$ cat src/rtl/hightime_timer.sv
module hightime_timer #(
  parameter int W = 32
) (
  input  logic         clk,
  input  logic         rst_n,
  input  logic         en,
  input  logic         a_in,
  input  logic [W-1:0] thresh,
  input  logic         ack,
  output logic [W-1:0] result,
  output logic         evt
);

  logic [2:0]   a_pipe;
  logic         started;
  logic [W-1:0] cnt_t, cnt_h;

  wire          a_s       = a_pipe[1];
  wire          rise      = a_pipe[1] & ~a_pipe[2];
  wire [W-1:0]  thr_eff   = (thresh == '0) ? W'(1) : thresh;
  wire          start_now = en & ~started & rise;
  wire          running   = en & (started | start_now);
  wire [W-1:0]  h_next    = cnt_h + W'(1);
  wire          hit       = running & a_s & (h_next == thr_eff);

  always_ff @(posedge clk) begin
    if (!rst_n) a_pipe <= '0;
    else        a_pipe <= {a_pipe[1:0], a_in};
  end

  always_ff @(posedge clk) begin
    if (!rst_n || !en) begin
      started <= 1'b0;
      cnt_t   <= '0;
      cnt_h   <= '0;
      result  <= '0;
      evt     <= 1'b0;
    end else begin
      if (start_now) started <= 1'b1;
      if (hit) begin
        result <= cnt_t + W'(1);
        cnt_t  <= '0;
        cnt_h  <= '0;
      end else if (running) begin
        cnt_t <= cnt_t + W'(1);
        if (a_s) cnt_h <= h_next;
      end
      if (hit)      evt <= 1'b1;
      else if (ack) evt <= 1'b0;
    end
  end

  a_r8_disable_clears: assert property (@(posedge clk) disable iff (!rst_n)
    !en |=> (result == '0 && !evt && !started && cnt_t == '0));

  a_r5_ack_drops_flag: assert property (@(posedge clk) disable iff (!rst_n)
    (en && ack && !hit) |=> !evt);

  a_r6_flag_holds: assert property (@(posedge clk) disable iff (!rst_n)
    (en && evt && !ack) |=> evt);

  a_r3_highs_within_elapsed: assert property (@(posedge clk) disable iff (!rst_n)
    cnt_h <= cnt_t);

  a_r2_idle_before_start: assert property (@(posedge clk) disable iff (!rst_n)
    !started |-> (cnt_t == '0 && cnt_h == '0));

  a_r4_result_nonzero: assert property (@(posedge clk) disable iff (!rst_n)
    evt |-> result != '0);

endmodule

$ cat config.mk
export PLATFORM = sky130hd
export DESIGN_NAME = hightime_timer
export DESIGN_NICKNAME = d
export VERILOG_FILES = /design/src/rtl/hightime_timer.sv
export SDC_FILE = /design/constraint.sdc
export NUM_CORES = 1
export LEC_CHECK = 0
export BUFFER_PORTS_ARGS = -buffer_cell sky130_fd_sc_hd__buf_2
export CAP_MARGIN = 20
export CORE_ASPECT_RATIO = 1.1
export CORE_UTILIZATION = 59
export DETAILED_ROUTE_END_ITERATION = 8
export GPL_TIMING_DRIVEN = 1
export PLACE_DENSITY = 0.8
export SLEW_MARGIN = 20
export SYNTH_ARGS = -nofsm -noshare
export SYNTH_HDL_FRONTEND = slang
export SYNTH_SLANG_ARGS = --single-unit
export TNS_END_PERCENT = 20
$ cat constraint.sdc
create_clock -name clk -period 5.9 [get_ports clk]
set_input_delay 0.59 -clock clk [delete_from_list [all_inputs] [get_ports clk]]
set_output_delay 0.59 -clock clk [all_outputs]
set_load 0.01 [all_outputs]
==> metrics.log <==
[metrics] wire length per cell after detailed routing: 16.3 µm
[metrics] crit path time final: 4490 ps
[metrics] sequential fraction of the synthesis area: 0.336
[metrics] number of cells traversed by the worst hold path: 1
[metrics] total die area: 10600 µm²
[metrics] post-route design area: ~6500 µm²
[metrics] final setup violation count: 0
[metrics] final critical-path share of the clock period: 0.762
[metrics] remaining antenna violation count: 0
[metrics] standard cell core area: 9890 µm²
[metrics] max-cap violations: 0
[metrics] syn_nets: 804
[metrics] reg-to-reg slack, setup: 1410 ps
[metrics] CTS tree: built
[metrics] EDFF count, synth: 0
[metrics] GRT overflow: 0
[metrics] number of I/O port buffers: 69
[metrics] width of the die: 98.3 µm
[metrics] maximum buffer depth of the clock tree: 2
[metrics] Post CTS Setup Buffer Count: 0
[metrics] starting density of the core: 0.609
[metrics] fill cell instance count of the final layout: 853
[metrics] Worst Path Required: 6150 ps
[metrics] number of remaining DRC errors: 0
[metrics] slowest stage delay, CP: 960 ps
[metrics] cells resized by post-CTS repair: 0
[metrics] combinational power share: 0.061
[metrics] instance count of the mapped netlist: 765
[metrics] initial antenna violation count: 0
[metrics] Primary FF master, synth: sky130_fd_sc_hd__dfxtp_1
[metrics] slowest cell on the critical path: sky130_fd_sc_hd__or4_2
[metrics] critical path cell sequence: ha_1, nand3_1, or4_1, nor3_2, xnor2_1, a211o_1, or4_2, o21ai_4, buf_4, nor2_1
[metrics] Arrival @ worst endpoint: 4740 ps
[metrics] maximum number of pins on one net before global-route repair: 42
[metrics] Sum Neg Setup Slack: 0 ps
[metrics] highest clock rate: 0.222 GHz
[metrics] DR vias/cell: 5.90
[metrics] Cell Area, Placed: roughly 6300 µm²
[metrics] largest fanout of any net on the critical path: 41
[metrics] setup repair after global routing missed its margin: no
[metrics] launch point of the worst hold path: a_pipe[0]
[metrics] final count of hold timing violations: 0
[metrics] outcome: finished clean
[metrics] power per standard cell area: 186 nW/µm²
[metrics] Sw Pwr: between 200 and 300 µW
[metrics] class of the tightest hold or removal check: register to register
[metrics] DRC violation total after the first TritonRoute iteration: 254
[metrics] share of layout cells above drive strength 1: 0.132
[metrics] row count: 38
[metrics] Post-Syn Area per Cell: 7.87 µm²
[metrics] clock root cell: sky130_fd_sc_hd__clkbuf_8
[metrics] clock input transition at the sequential cells of the worst setup and hold paths: 90 ps
[metrics] Max Transition Viols Final: 0
[metrics] Ys Warns: 0
[metrics] distinct cell type count of the synthesized netlist: 59
[metrics] total routing resource utilization after global routing: 0.290
[metrics] kind of critical path: register to register
[metrics] final clock skew: 14.4 ps
[metrics] CP Launch Type: register
[metrics] CP Launch Point: cnt_h[0]
[metrics] top cells by count, synth: 113 x sky130_fd_sc_hd__nor2_1, 101 x sky130_fd_sc_hd__dfxtp_1, 81 x sky130_fd_sc_hd__xnor2_1
[metrics] launch point of the worst reg-to-reg path: cnt_h[0]
[metrics] signed area change from the synthesized netlist to the final layout: 8.43%
[metrics] post-DP HPWL: 11200 µm
[metrics] H-tree level count: 3
[metrics] portion of total power attributed to sequential cells: 0.563
[metrics] clock buffers created by TritonCTS: 9
[metrics] number of global-route vias before repair: a little over 5k
[metrics] post-synthesis instance area: 6020 µm²
[metrics] depth of the most critical reg-to-reg path: 10
[metrics] Async S/R FF share, synth: 0
[metrics] post-synth top area share: 0.336
[metrics] later-pin clock latency in the skew report: 370 ps
[metrics] aggregate routed wire length: about 15000 µm
[metrics] area of the multi-input gates: roughly 3800 µm²
[metrics] Die Span Y: 108 µm
[metrics] number of synthesized register bits: 101
[metrics] relative max-transition margin: 0.323
[metrics] critical path capture point type: register
[metrics] I/O pin total: 70
[metrics] CTS Sinks: 101
[metrics] library cell occupying the most area in the post-synthesis netlist: sky130_fd_sc_hd__dfxtp_1
[metrics] number of iterations in the first detailed-routing pass: 7
[metrics] cell with the most instances after synthesis: sky130_fd_sc_hd__nor2_1
[metrics] capture endpoint of the worst hold path: a_pipe[1]
[metrics] vias after detailed routing: 5439
[metrics] cell internal pwr: 921 µW
[metrics] diodes inserted: 0
[metrics] RePlAce Congestion: 0.925
[metrics] portion of total power attributed to the clock network: 0.376
[metrics] cts-stage hold buffer count: 0
[metrics] endpoint of the lowest-slack register-to-register path: cnt_h[8]
[metrics] cell leakage power: 2.20 nW
[metrics] Final nets: between 800 and 900
[metrics] Max IR drop VDD: around 0.15 mV
[metrics] global-route wire length before repair: about 25000 µm
[metrics] leading post-synthesis cells by cell area: sky130_fd_sc_hd__dfxtp_1 34%, sky130_fd_sc_hd__xnor2_1 12%, sky130_fd_sc_hd__nor2_1 7.0%, sky130_fd_sc_hd__xor2_1 6.4%, sky130_fd_sc_hd__nand2_1 4.9%
[metrics] Register Area: 2020 µm²
[metrics] transition at the pin with the smallest max-transition slack: 1010 ps
[metrics] fraction of power spent switching nets: 0.241
==> logic make-up (layout without fill, tap and decap cells) <==
group,Yosys count,in the layout,share of synthesized area
xor gates and xnor gates,125,125,0.182
adders and majority gates,2,2,0.00415
AOI/OAI and AO/OA,95,95,0.101
and+or+nand+nor,371,371,0.311
DFF,101,101,0.336
muxes,15,15,0.0251
buffers and inverters,56,93,0.0413
==> worst max-delay path, delay by kind of cell, from the launching register on <==
| family | cells | cell delay [ps] |
|---|---|---|
| flip-flops | 1 | 490 |
| AND/OR/NAND/NOR | 5 | 2530 |
| buffers and inverters | 1 | 370 |
| XOR/XNOR | 1 | 130 |
| AO/OA/AOI/OAI | 2 | 530 |
| adder cells (fa/ha/maj) | 1 | 310 |
==> through the flow <==
stage	worst slack, ps	cells	hold slack [ps]	power (mW)	utilization
detailed placement	1430	906	426	0.772	0.639
finish	1410	922	442	1.21	0.660
floorplan	2570	765	412	0.741	-
CTS	1410	922	449	1.22	0.660
global placement	1640	906	427	0.771	0.639
global route	1170	922	464	1.26	0.660
==> flip-flops by register name (all words and copies together) (netlist names) <==
signal	cells
result	32
cnt_h	32
evt	1
started	1
cnt_t	32
a_pipe	3
==> layout by cell type (no fill, tap or decap), drive strengths merged, types with 5 or more instances in the layout <==
master | synthesis | routed
a21oi | 29 | 29
and4 | 7 | 7
nor2b | 5 | 5
nor3 | 16 | 16
or4 | 5 | 5
nand3 | 40 | 40
xnor2 | 81 | 81
mux2i | 14 | 14
o21ai | 32 | 32
nand4 | 23 | 23
clkbuf | 32 | 10
nand2 | 79 | 79
and3 | 12 | 12
dfxtp | 101 | 101
or3 | 23 | 23
buf | 20 | 73
nor4 | 24 | 24
nor2 | 113 | 113
inv | 4 | 6
xor2 | 44 | 44
and2 | 9 | 9
==> layout make-up <==
type,count,area share
Multi-Input combinational cell,608,0.576
Sequential cell,101,0.310
Timing Repair Buffer,73,0.0575
Tap cell,120,0.0230
Clock buffer,10,0.0211
Clock inverter,6,0.0105
Inverter,4,0.00230
==> worst max-delay path by stage <==
stage / cells past startpoint / endpoint / slack [ps]
after floorplan: 12 / result[31] / 2570
after global placement: 10 / cnt_h[10] / 1640
after detailed placement: 10 / cnt_h[0] / 1430
after CTS: 10 / cnt_h[26] / 1410
after global routing: 10 / cnt_h[11] / 1170
final: 10 / cnt_h[8] / 1410
==> metal layers <==
| layer | GRT usage | wire (µm) | up-vias |
|---|---|---|---|
| met5 | 0 | 0 | - |
| met4 | 0.0928 | 284 | 0 |
| met3 | 0.0375 | 897 | 25 |
| met2 | 0.517 | 7520 | 185 |
| met1 | 0.365 | 6340 | 2514 |
| li1 | - | - | 2715 |
==> power groups by stage <==
stage	logic, mW	clock network (mW)	registers (mW)
global route	0.0800	0.497	0.684
floorplan	0.0425	0	0.699
CTS	0.0732	0.466	0.683
finish	0.0742	0.457	0.683
global placement	0.0716	0	0.699
detailed placement	0.0727	0	0.699
No activity file was read; power rests on OpenSTA's default activity.
